File: src/rtl/ustep_pkg.sv
package ustep_pkg;

    localparam int IDX_W    = 5;    // 32 angle positions per electrical cycle
    localparam int MAG_W    = 7;    // holds 0..100
    localparam int QUART    = 8;    // positions per quadrant
    localparam logic [MAG_W-1:0] FULL_PCT = MAG_W'(100);

    typedef enum logic [1:0] {
        EXC_FULL    = 2'b00,
        EXC_HALF    = 2'b01,
        EXC_QUARTER = 2'b10,
        EXC_EIGHTH  = 2'b11
    } exc_mode_e;

    typedef enum logic [1:0] {
        TQ_100 = 2'b00,
        TQ_75  = 2'b01,
        TQ_50  = 2'b10,
        TQ_20  = 2'b11
    } torque_e;

    typedef struct packed {
        logic [MAG_W-1:0] mag;
        logic             neg;
    } phase_ref_t;

    // cos(k * 11.25 deg) in percent for k = 0..8
    function automatic logic [MAG_W-1:0] qwave(input logic [3:0] k);
        case (k)
            4'd0:    return MAG_W'(100);
            4'd1:    return MAG_W'(98);
            4'd2:    return MAG_W'(92);
            4'd3:    return MAG_W'(83);
            4'd4:    return MAG_W'(71);
            4'd5:    return MAG_W'(56);
            4'd6:    return MAG_W'(38);
            4'd7:    return MAG_W'(20);
            default: return MAG_W'(0);
        endcase
    endfunction

    function automatic logic [IDX_W-1:0] step_size(input exc_mode_e m);
        case (m)
            EXC_FULL:    return IDX_W'(8);
            EXC_HALF:    return IDX_W'(4);
            EXC_QUARTER: return IDX_W'(2);
            default:     return IDX_W'(1);
        endcase
    endfunction

    function automatic logic [IDX_W-1:0] home_idx(input exc_mode_e m);
        return (m == EXC_FULL) ? IDX_W'(QUART / 2) : IDX_W'(0);
    endfunction

    function automatic logic [MAG_W-1:0] torque_pct(input torque_e t);
        case (t)
            TQ_100:  return MAG_W'(100);
            TQ_75:   return MAG_W'(75);
            TQ_50:   return MAG_W'(50);
            default: return MAG_W'(20);
        endcase
    endfunction

    function automatic logic [MAG_W-1:0] scale_pct(input logic [MAG_W-1:0] m,
                                                   input torque_e t);
        logic [2*MAG_W-1:0] prod;
        prod = m * torque_pct(t);
        return MAG_W'(prod / (2*MAG_W)'(100));
    endfunction

endpackage

File: src/rtl/ustep_edge_sync.sv
module ustep_edge_sync #(
    parameter int STAGES = 2
) (
    input  logic clk,
    input  logic rst,
    input  logic async_in,
    output logic rise_pulse
);
    // STAGES synchroniser flops plus one edge-history flop
    logic [STAGES:0] sh_q;

    always_ff @(posedge clk) begin
        if (rst) begin
            sh_q <= '0;
        end else begin
            sh_q <= {sh_q[STAGES-1:0], async_in};
        end
    end

    assign rise_pulse = sh_q[STAGES-1] & ~sh_q[STAGES];

endmodule

File: src/rtl/ustep_index.sv
module ustep_index
    import ustep_pkg::*;
(
    input  logic             clk,
    input  logic             rst,
    input  logic             step_pulse,
    input  logic             dir,
    input  logic [1:0]       mode_in,
    input  logic             hold_n,
    output logic [IDX_W-1:0] pos_q,
    output exc_mode_e        mode_q
);
    exc_mode_e mode_sel;
    assign mode_sel = exc_mode_e'(mode_in);

    always_ff @(posedge clk) begin
        if (rst || !hold_n) begin
            mode_q <= mode_sel;
            pos_q  <= home_idx(mode_sel);
        end else if (step_pulse) begin
            if (dir) begin
                pos_q <= pos_q - step_size(mode_q);
            end else begin
                pos_q <= pos_q + step_size(mode_q);
            end
        end
    end

endmodule

File: src/rtl/ustep_phase_lane.sv
module ustep_phase_lane
    import ustep_pkg::*;
#(
    parameter bit SINE = 1'b0
) (
    input  logic [IDX_W-1:0] pos,
    input  exc_mode_e        mode,
    input  torque_e          torque,
    output phase_ref_t       ph_o
);
    logic [1:0]       quad;
    logic [2:0]       off;
    logic             mirror;
    logic             neg_raw;
    logic [3:0]       k;
    logic [MAG_W-1:0] raw;

    always_comb begin
        quad = pos[IDX_W-1 -: 2];
        off  = pos[IDX_W-3:0];
        if (SINE) begin
            mirror  = ~quad[0];
            neg_raw = quad[1];
        end else begin
            mirror  = quad[0];
            neg_raw = quad[0] ^ quad[1];
        end
        k        = mirror ? (4'(QUART) - {1'b0, off}) : {1'b0, off};
        raw      = (mode == EXC_FULL) ? FULL_PCT : qwave(k);
        ph_o.mag = scale_pct(raw, torque);
        ph_o.neg = neg_raw & (raw != '0);
    end

endmodule

File: src/rtl/ustep_phase_map.sv
module ustep_phase_map
    import ustep_pkg::*;
(
    input  logic [IDX_W-1:0] pos,
    input  exc_mode_e        mode,
    input  torque_e          torque,
    output phase_ref_t       ph_o [2]
);
    // lane 0 is phase A (cosine), lane 1 is phase B (sine)
    for (genvar g = 0; g < 2; g++) begin : g_lane
        ustep_phase_lane #(.SINE(g == 1)) lane_i (
            .pos    (pos),
            .mode   (mode),
            .torque (torque),
            .ph_o   (ph_o[g])
        );
    end

endmodule

File: src/rtl/ustep_seq.sv
module ustep_seq
    import ustep_pkg::*;
#(
    parameter int SYNC_STAGES = 2,
    parameter int OUT_W       = 8
) (
    input  logic             clk,
    input  logic             rst,
    input  logic             step_in,
    input  logic             dir_in,
    input  logic [1:0]       mode_in,
    input  logic             hold_n,
    input  logic             en_in,
    input  logic [1:0]       torque_in,
    output logic [OUT_W-1:0] a_mag,
    output logic             a_neg,
    output logic [OUT_W-1:0] b_mag,
    output logic             b_neg,
    output logic             at_home,
    output logic             drive_en
);
    localparam int PAD_W = OUT_W - MAG_W;

    logic             step_pulse;
    logic [IDX_W-1:0] pos_q;
    exc_mode_e        mode_q;
    phase_ref_t       ph [2];

    ustep_edge_sync #(.STAGES(SYNC_STAGES)) sync_i (
        .clk        (clk),
        .rst        (rst),
        .async_in   (step_in),
        .rise_pulse (step_pulse)
    );

    ustep_index index_i (
        .clk        (clk),
        .rst        (rst),
        .step_pulse (step_pulse),
        .dir        (dir_in),
        .mode_in    (mode_in),
        .hold_n     (hold_n),
        .pos_q      (pos_q),
        .mode_q     (mode_q)
    );

    ustep_phase_map map_i (
        .pos    (pos_q),
        .mode   (mode_q),
        .torque (torque_e'(torque_in)),
        .ph_o   (ph)
    );

    always_ff @(posedge clk) begin
        if (rst) begin
            a_mag    <= '0;
            a_neg    <= 1'b0;
            b_mag    <= '0;
            b_neg    <= 1'b0;
            at_home  <= 1'b0;
            drive_en <= 1'b0;
        end else begin
            drive_en <= en_in;
            a_mag    <= en_in ? {{PAD_W{1'b0}}, ph[0].mag} : '0;
            a_neg    <= en_in & ph[0].neg;
            b_mag    <= en_in ? {{PAD_W{1'b0}}, ph[1].mag} : '0;
            b_neg    <= en_in & ph[1].neg;
            at_home  <= (pos_q == home_idx(mode_q));
        end
    end

endmodule

File: config.mk
export PLATFORM = sky130hd
export DESIGN_NAME = ustep_seq
export DESIGN_NICKNAME = d
export VERILOG_FILES = /design/src/rtl/ustep_pkg.sv /design/src/rtl/ustep_edge_sync.sv /design/src/rtl/ustep_index.sv /design/src/rtl/ustep_phase_lane.sv /design/src/rtl/ustep_phase_map.sv /design/src/rtl/ustep_seq.sv
export SDC_FILE = /design/constraint.sdc
export NUM_CORES = 1
export LEC_CHECK = 0
export ABC_CLOCK_PERIOD_IN_PS = 8950
export BUFFER_PORTS_ARGS = -buffer_cell sky130_fd_sc_hd__buf_2
export CORE_MARGIN = 5
export CORE_UTILIZATION = 57
export CTS_CLUSTER_DIAMETER = 30
export CTS_CLUSTER_SIZE = 12
export DETAILED_ROUTE_END_ITERATION = 7
export PLACE_DENSITY = 0.8
export SLEW_MARGIN = 20
export SYNTH_ARGS = -nofsm -noshare
export SYNTH_HDL_FRONTEND = slang
export SYNTH_SLANG_ARGS = --single-unit
File: constraint.sdc
create_clock -name clk -period 8.95 [get_ports clk]
set_input_delay 0.4475 -clock clk [delete_from_list [all_inputs] [get_ports clk]]
set_output_delay 0.4475 -clock clk [all_outputs]
set_load 0.02 [all_outputs]
**Word-level counts from Yosys, hierarchy flattened**

Memory sizes are Yosys's and may differ from the RTL's.
Cells that the tools add are included.

- Reductions and logical operators: 9
- Multipliers: 2
- Add/subtract/negate cells: 3
- Bitwise logic cells: 8
- Divide/modulo/power cells: 2
- Equality and inequality tests: 5
- Multiplexer cells: 19

Operator list:

| kind | number |
|---|---|
| $mux W5 | 9 |
| $div A14 B7 Y14 const B | 2 |
| $mul A7 B7 Y14 | 2 |
| $mux W7 | 4 |
| $pmux W7 S3 | 1 |
| $reduce_bool A7 Y1 | 2 |
| $pmux W4 S3 | 1 |
| $mux W4 | 2 |
| $logic_not A2 Y1 | 3 |
| $mux W3 | 2 |
| $add A5 B5 Y5 | 1 |
| $and A1 B1 Y1 | 5 |
| $eq A5 B3 Y1 | 1 |
| $sub A5 B5 Y5 | 1 |
| $eq A2 B1 Y1 const B | 2 |
| $eq A2 B2 Y1 const B | 2 |
| $sub A4 B3 Y4 const A | 1 |
| $not A1 Y1 | 2 |
| $reduce_bool A2 Y1 | 1 |
| $reduce_or A2 Y1 | 1 |
| $logic_not A1 Y1 | 1 |
| $logic_or A1 B1 Y1 | 1 |
| $xor A1 B1 Y1 | 1 |

- Memories kept: 2
- Word-level logic and storage cells: 61
- Bits in registers: 30
- Output and inout port bits: 20
- Bits of input ports: 10
- Memory bits (read-only): 112

Memories:

| name | words | bits a word | rd ports | clocked after Yosys merged registers in | write ports | line | text |
|---|---|---|---|---|---|---|---|
| (name not given) | 8 | 7 | 1 | 0 | 0 | ustep_pkg.sv:29 | `case (k)` |
| (name not given) | 8 | 7 | 1 | 0 | 0 | ustep_pkg.sv:29 |  |

**Longest topological paths before layout**

Gate-level depths: netlist (run 1).

- Depth after elaboration: 9
- Depth in mapped cells: 40
- Gate-level depth less buffers: 37

**Cells and area by module**

From an unflattened synthesis (run 1), not the netlist that was laid out.

- Cell total of the unflattened synthesis: 1033
- Area, all modules: 8182.8 um2

Modules (own cells, without submodules):

| module | seq. area each (um2) | instances | cells each | area each (um2) |
|---|---|---|---|---|
| ustep_phase_lane (map_i.g_lane[1].lane_i) | 0.0 | 1 | 487 | 3661.0 |
| ustep_phase_lane (map_i.g_lane[0].lane_i) | 0.0 | 1 | 454 | 3454.6 |
| ustep_seq | 360.3 | 1 | 43 | 525.5 |
| ustep_index | 210.2 | 1 | 42 | 454.2 |
| ustep_edge_sync | 60.1 | 1 | 7 | 87.6 |

**Least setup slack after synthesis (run 1)**

OpenSTA, ideal clock, no wires.

- Kind: register to register
- Start point: reg index_i.pos_q[0]
- End point: reg b_mag[0]
- Clock period less this slack: 8829 ps
- Path slack: 121 ps
- Setup time: 62 ps
- Arrival time: 8767 ps
- Buffers on the path: 2
- Data required time: 8888 ps
- Cell stages (with the launch flop): 38
- Cells stage by stage: edfxtp_1 clkinv_1 ha_1 nor2_1 xnor2_1 nor2_1 xnor2_1 o21ai_0 nand2_1 fa_1 fa_1 inv_1 fa_1 inv_1 fa_1 inv_1 ha_1 o21a_1 (+2 left out) o211ai_1 clkbuf_1 a21oi_1 a32o_1 a221o_1 o31a_1 o22ai_4 o21ai_2 xnor2_2 a31o_2 or2_1 buf_6 nand2_4 a21oi_1 o31a_1 o21ai_2 or4b_1 nand3_1

- Cells in the longest elaborated chain, start to end: 7

RTL lines:

| item | line | text |
|---|---|---|
| from (decl) | ustep_index.sv:10 | `output logic [IDX_W-1:0] pos_q,` |
| from (signal assigned) | ustep_index.sv:19 | `pos_q <= home_idx(mode_sel);` |
| from (signal assigned) | ustep_index.sv:22 | `pos_q <= pos_q - step_size(mode_q);` |
| from (signal assigned) | ustep_index.sv:24 | `pos_q <= pos_q + step_size(mode_q);` |
| $sub A4 B3 Y4 | ustep_phase_lane.sv:28 | `k = mirror ? (4'(QUART) - {1'b0, off}) : {1'b0, off};` |
| $mux W4 (*) | ustep_phase_lane.sv:28 |  |
| $mem_v2 Z8 W7 | -- |  |
| $mux W7 (*) | ustep_pkg.sv:29 |  |
| $mux W7 (*) | ustep_phase_lane.sv:29 | `raw = (mode == EXC_FULL) ? FULL_PCT : qwave(k);` |
| $mul A7 B7 Y14 (*) | ustep_pkg.sv:67 | `prod = m * torque_pct(t);` |
| $div A14 B7 Y14 (*) | ustep_pkg.sv:68 | `return MAG_W'(prod / (2*MAG_W)'(100));` |
| to (signal assigned) | ustep_seq.sv:66 | `b_mag <= en_in ? {{PAD_W{1'b0}}, ph[1].mag} : '0;` |
| to (decl) | ustep_seq.sv:17 | `output logic [OUT_W-1:0] b_mag,` |

Every way passes the cells marked *; elsewhere a longest branch is shown, timed or not.
A chain may end at the register's enable or synchronous reset.

**Final worst setup path (run 1)**

- Start point: reg index_i.pos_q[1]
- End point: reg a_mag[0]

- Cells in the longest elaborated chain, start to end: 7

RTL lines:

| item | line | text |
|---|---|---|
| $sub A4 B3 Y4 | ustep_phase_lane.sv:28 |  |
| $mux W4 (*) | ustep_phase_lane.sv:28 |  |
| $mem_v2 Z8 W7 | -- |  |
| $mux W7 (*) | ustep_pkg.sv:29 |  |
| $mux W7 (*) | ustep_phase_lane.sv:29 |  |
| $mul A7 B7 Y14 (*) | ustep_pkg.sv:67 |  |
| $div A14 B7 Y14 (*) | ustep_pkg.sv:68 |  |
| to (signal assigned) | ustep_seq.sv:64 | `a_mag <= en_in ? {{PAD_W{1'b0}}, ph[0].mag} : '0;` |
| to (decl) | ustep_seq.sv:15 | `output logic [OUT_W-1:0] a_mag,` |

Marks and branches as above.

==> results of run 1 <==
## kinds of logic after synthesis
group / after synthesis
XOR/XNOR: 44
AO/OA/AOI/OAI: 280
adder cells (fa/ha/maj): 128
other: 1
AND/OR/NAND/NOR: 336
multiplexers: 14
buffers and inverters: 115
flip-flops: 28
## timing repair
item / in CTS / in global routing
gates resized for setup: 21 / 106
endpoints found under the setup margin: 4 / 4
buffers inserted: 8 / 27
hold buffers: 0 / 0
pin swaps: 10 / 78
## registers in the layout, indices dropped and copies added (netlist names)
register	count
b_mag	7
index_i.mode_q	2
at_home	1
index_i.pos_q	5
sync_i.sh_q	3
a_mag	7
drive_en	1
b_neg	1
a_neg	1
## layout by cell type, fill, tap and decap left out, drive strengths merged, types with 18 or more instances in the layout
master and instances:
fa 49, a211oi 19, o21ai 48, a21o 18, a21oi 50, dfxtp 21
nor3 20, and2 21, xnor2 28, inv 82, o211ai 20, nand3 26
nand2 78, buf 150, ha 74, nor2 104
## Yosys cell counts (all sizes together), types with 15 or more instances
| cell type | count |
|---|---|
| clkbuf | 16 |
| nor3 | 20 |
| a31oi | 15 |
| nor2b | 15 |
| and2 | 21 |
| ha | 74 |
| a211oi | 19 |
| nand3 | 26 |
| xor2 | 16 |
| dfxtp | 21 |
| xnor2 | 28 |
| nand2 | 78 |
| nand2b | 16 |
| o211ai | 20 |
| o21ai | 48 |
| a21o | 18 |
| buf | 17 |
| nor2 | 104 |
| fa | 49 |
| a21oi | 50 |
| inv | 81 |
## metrics by stage
| step | setup WS [ns] | setup TNS [ns] | instances |
|---|---|---|---|
| floorplan | 0.1208 | 0 | 947 |
| global placement | -0.1210 | -0.1210 | 1201 |
| detailed placement | -0.2440 | -0.4419 | 1201 |
| CTS | 0.03182 | 0 | 1213 |
| global route | -0.3220 | -0.8498 | 1240 |
| finish | -0.02676 | -0.02676 | 1240 |
## cell type report
class,instances,share of cell area
clock buffer,3,0.008131
multi-input combinational,804,0.7482
inverter,82,0.03334
timing repair buffer,150,0.1155
tap,172,0.02331
clock inverter,1,0.003252
sequential,28,0.06830
## layer usage
metal	vias up	part of all wire
met5	-	0
met4	0	0.022
met3	60	0.053
met2	308	0.50
met1	3629	0.43
li1	3682	-
## final timing paths
path	from	to	slack, ns
setup / recovery	index_i.pos_q[1]	a_mag[0]	-0.03
hold / removal	mode_in[1]	index_i.mode_q[1]	0.37
setup reg to reg	index_i.pos_q[1]	a_mag[0]	-0.03
hold reg to reg	sync_i.sh_q[0]	sync_i.sh_q[1]	0.45
## worst reg2reg max path: cells and delay by family (launching register included)
family | cells | cell delay, ns
multiplexers | 1 | 0.32
AND/OR/NAND/NOR | 8 | 0.89
buffers and inverters | 7 | 0.69
AO/OA/AOI/OAI | 13 | 3.00
flip-flops | 1 | 0.41
XOR/XNOR | 2 | 0.44
adder cells (fa/ha/maj) | 8 | 3.17
==> out/metrics.cfg, run 1 <==
[cts]
cts_root_buf=clkbuf_16
cts_buffer_depth=2
clk_latency_ns=0.27
numCtsBuffers=3
clkTransAtPathRegs_ns=0.07
cts.sinks=28
htreeDepth=1
cts_tree=done

[synth]
yosys-top-cells-area=fa_1, ha_1, dfxtp_1
synth_top_cell_by_area=fa_1
yosys_warnings=0
synth_compound_area_frac=0.2904
synth_adder_area_share=0.2624
synth_seq_area_share=0.08446
avgSynthCellArea_sq_um=7.892
synth_async_sr_flop_share=0
synth_top_area_frac=0.1314
syn_inst=946
synth-xor-area-share=0.05363
synthSimpleGateAreaFrac=0.2244
synthFlopType=dfxtp_1
synth_top_family_by_area=compound AO/OA/AOI/OAI gates
synthMuxAreaShare=0.02061
ys_types=103
synth_edf_count=7
syn_area_sq_um=7466
synth-seq-cells=28

[timing]
maxSlewHeadroom=0.4654
timing.hold.ws_ns=0.3706
finalHoldViolCount=0
worstMarginPinSlew_ns=0.7962
finClkSkew_ns=0.004727
fin_ws_ns=-0.02676
drv_slew=0
setup_violations=1
rsz0062_at_grt=yes
fin_crit_sh=1.003
finalCriticalPeriod_ns=8.977
max_freq_mhz=111.4

[global_routing]
overflow=0
grt_max_degree=27
grtUsageTotal=0.2456
gr-usage-met3=0.01801
grt_pass1_vias=7159
grt_pass1_wl_um=33720
antenna_found_initial=0
gr-usage-met1=0.3338
top_usage_layer=met2
use_met2=0.4342

[placement]
dp_hpwl_um=15760
placed_area_sq_um=8314
gp_congestion=0.9532
io_buffers=27

[layout]
filler_cell_count=919
finalNetCount=1202
drive_gt1_frac=0.2846
final_area_sq_um=9233
antenna_cells=0
multiInputGateArea_sq_um=6908
syn_to_final_growth_pct=23.66
utilization=0.7257
regArea_sq_um=630.6

[die]
io-pin-count=30
initial_core_util=0.5868
die_area_sq_um=15490
core-area_sq_um=12720
row_count=41
die_h_um=124.4
die_w_um=124.4

[hold_path]
whs_path_depth=1
hp-class=in -> reg

[worst_setup_path]
r2r_cells=39
worst-path-stages=39
cp_top_family=adder cells
worst_ep_arrival_time_ns=9.19
worst_ep_required_time_ns=9.16
end_kind=register
setup.worst_path.start_class=register
path_max_fanout=7
critPathMostFrequentCell=inv_2
crit_buf_inv=7
crit_slowest_cell=fa_1
critPathMaxStageDelay_ns=0.56
path_class=reg -> reg

[detailed_routing]
ant_nets=0
drtIter0Drc=691
firstDrtPassIters=5
drc=0
wl_per_cell_um=17.15
vias=7679
routed_wl_um=21260
vias_per_cell=6.193

[outcome]
violations=negative setup slack
status=complete, but fails checks

[job]
maxCapViolations=0

Power of run 1 is not shown: default switching activity piles up to over one toggle a cycle in this logic, so the estimate is an artifact.
==> run 2: changes to the inputs <==
--- a/config.mk
+++ b/config.mk
@@ -5,6 +5,7 @@
 export SDC_FILE = /design/constraint.sdc
 export NUM_CORES = 1
 export LEC_CHECK = 0
+export ABC_AREA = 1
 export ABC_CLOCK_PERIOD_IN_PS = 8950
 export BUFFER_PORTS_ARGS = -buffer_cell sky130_fd_sc_hd__buf_2
 export CORE_MARGIN = 5
@@ -12,7 +13,7 @@
 export CTS_CLUSTER_DIAMETER = 30
 export CTS_CLUSTER_SIZE = 12
 export DETAILED_ROUTE_END_ITERATION = 7
-export PLACE_DENSITY = 0.8
+export PLACE_DENSITY = 0.81
 export SLEW_MARGIN = 20
 export SYNTH_ARGS = -nofsm -noshare
 export SYNTH_HDL_FRONTEND = slang
==> run 2 against run 1 <==
Compared with the run above:
- worst setup slack better by 0.68 ns
- the flow now finishes without violations
- clock-buffer cell count up 1
- die area down 7.8%
- synthesized cell count up 14%
- first-iteration DRC count down 49%
- sequential share of layout area up 1.7 points
- highest routed layer unchanged
- routed wire length down 31%
- non-clock buffer count down 107
- via count down 15%
- clock skew about the same
- design area down 20%
- global-route usage down 3.8 points
==> out/metrics.cfg, run 2 <==
[job]
maxCapViolations=0  ; unchanged

[cts]
numCtsBuffers=3  ; unchanged
clkTransAtPathRegs_ns=0.07  ; about the same
cts_root_buf=clkbuf_16  ; unchanged
clk_latency_ns=0.28  ; was 0.27 ns
htreeDepth=1  ; unchanged
cts_buffer_depth=2  ; unchanged
cts_tree=done  ; unchanged
cts.sinks=28  ; unchanged
cts-hold-fix-buffers=0  ; unchanged

[detailed_routing]
drc=0  ; unchanged
firstDrtPassIters=5  ; unchanged
drtIter0Drc=351  ; was 691
routed_wl_um=14580  ; was 21,260 um
vias=6536  ; was 7,679
wl_per_cell_um=11.51  ; was 17.15 um
ant_nets=0  ; unchanged
vias_per_cell=5.163  ; was 6.193

[layout]
drive_gt1_frac=0.1537  ; was 0.2846
top_regs=a_mag x7, b_mag x7, index_i.pos_q x5  ; unchanged
antenna_cells=0  ; unchanged
layout_commonest_cell=nand2_1  ; was buf_4
final_cell_mix=nand2_1, inv_1, nor2_1  ; was buf_4, nor2_1, inv_1
finalNetCount=1253  ; was 1,202
final_area_sq_um=7407  ; was 9233 sq um
syn_to_final_growth_pct=8.425  ; was 23.66%
fin_cells=1266  ; was 1,240

[synth]
syn_area_sq_um=6832  ; was 7466 sq um
avgSynthCellArea_sq_um=6.331  ; was 7.892 sq um
synth-seq-cells=28  ; unchanged
yosys-top-cells-area=nand2_1, fa_1, ha_1  ; was fa_1, ha_1, dfxtp_1
synth_top_family_by_area=simple AND/OR/NAND/NOR gates  ; was compound AO/OA/AOI/OAI gates
syn_inst=1079  ; was 946
synth_top_area_frac=0.1571  ; was 0.1314
synth_top_cell_by_area=nand2_1  ; was fa_1
synth_commonest_cells=nand2_1, inv_1, nor2_1  ; was nor2_1, inv_1, nand2_1
synth_adder_area_share=0.2791  ; was 0.2624
synth-xor-area-share=0.01923  ; was 0.05363
yosys_warnings=0  ; unchanged
synth_compound_area_frac=0.07161  ; was 0.2904
ys_types=44  ; was 103
synth_async_sr_flop_share=0  ; unchanged
synth_edf_count=7  ; unchanged
synthSimpleGateAreaFrac=0.4097  ; was 0.2244
yosysMostFrequentCell=nand2_1  ; was nor2_1
synthMuxAreaShare=0  ; was 0.02061
synthFlopType=dfxtp_1  ; unchanged
synth_seq_area_share=0.09231  ; was 0.08446

[die]
initial_core_util=0.5759  ; was 0.5868
io-pin-count=30  ; unchanged
die_area_sq_um=14270  ; was 15,490 sq um
row_count=40  ; was 41
die_w_um=119.5  ; was 124.4 um
die_h_um=119.5  ; was 124.4 um
core-area_sq_um=11860  ; was 12,720 sq um

[hold_path]
whs_path_depth=2  ; was 1
hp-class=in -> reg  ; unchanged

[worst_setup_path]
critPathMaxStageDelay_ns=0.53  ; was 0.56 ns
critPathMostFrequentCell=nand2_1  ; was inv_2
setup.worst_path.start_class=register  ; unchanged
path_class=reg -> reg  ; unchanged
end_kind=register  ; unchanged
worst_ep_required_time_ns=9.15  ; was 9.16 ns
crit_slowest_cell=fa_1  ; unchanged
r2r_cells=58  ; was 39
worst_ep_arrival_time_ns=8.50  ; was 9.19 ns
path_max_fanout=6  ; was 7

[timing]
max_freq_mhz=120.5  ; was 111.4 MHz
finClkSkew_ns=0.004789  ; was 0.004727 ns
drv_slew=0  ; unchanged
worstMarginPinSlew_ns=0.8268  ; was 0.7962 ns
fin_crit_sh=0.9274  ; was 1.003
setup_violations=0  ; was 1
fin_ws_ns=0.6499  ; was -0.02676 ns
maxSlewHeadroom=0.4475  ; was 0.4654
finalCriticalPeriod_ns=8.300  ; was 8.977 ns
finalHoldViolCount=0  ; unchanged

[outcome]
status=complete, no violations  ; was complete, but fails checks

[global_routing]
grt_pass1_wl_um=25580  ; was 33,720 um
overflow=0  ; unchanged
grt_max_degree=16  ; was 27
grt_pass1_vias=6017  ; was 7,159
grtUsageTotal=0.2074  ; was 0.2456
antenna_found_initial=0  ; unchanged

[placement]
post-place-cells=1254  ; was 1,201
dp_hpwl_um=12110  ; was 15,760 um
placed_area_sq_um=7177  ; was 8314 sq um
io_buffers=27  ; unchanged
gp_congestion=0.8849  ; was 0.9532
place_ws_ns=0.3877  ; was -0.2440 ns

## run 2: path summary, 6_finish.rpt
kind / from / slack (ns) / to
max: index_i.pos_q[1] / 0.65 / b_mag[0]
min: rst / 0.36 / sync_i.sh_q[0]
max reg2reg: index_i.pos_q[1] / 0.65 / b_mag[0]
min reg2reg: sync_i.sh_q[0] / 0.40 / sync_i.sh_q[1]
## run 2: layout make-up
type	count	area, sq um
flip-flops and latches	28	630.6
clock buffers	4	78.83
repair buffers	43	255.2
fillers	1142	4454
well taps	147	183.9
inverters	222	833.3
multi-input cells	822	5425
## run 2: repair_timing
item,in CTS,in global routing
gates resized for setup,0,30
buffers inserted,0,8
setup endpoints to repair,0,4
## run 2: kinds of logic after synthesis
group	Yosys count
AOI/OAI and AO/OA	84
xor gates and xnor gates	15
adders and majority gates	123
buffers and inverters	230
DFF	28
other	1
and+or+nand+nor	598
## run 2: layer usage
metal / share of wire / global-route usage / vias to the layer above
met5: 0 / 0 / -
met4: 0.016 / 0.05655 / 0
met3: 0.033 / 0.01899 / 19
met2: 0.49 / 0.3694 / 124
met1: 0.46 / 0.2684 / 2969
li1: - / - / 3424
## run 2: through the flow
stage	utilization	hold WS (ns)	setup TNS, ns
3_3_place_gp	0.6051	0.3890	0
5_1_grt	0.6245	0.3656	-0.1369
4_1_cts	0.6117	0.3581	0
3_5_place_dp	0.6051	0.3943	0
2_1_floorplan	-	0.3883	0
6_report	0.6245	0.3591	0
## run 2: critical path, delay by kind of cell, from the launching register on
family	cells	cell delay [ns]
buffers and inverters	8	0.65
AOI/OAI and AO/OA	5	0.65
adders and majority gates	6	2.62
and+or+nand+nor	39	3.84
DFF	1	0.45
Power of run 2 is left out for the same reason.
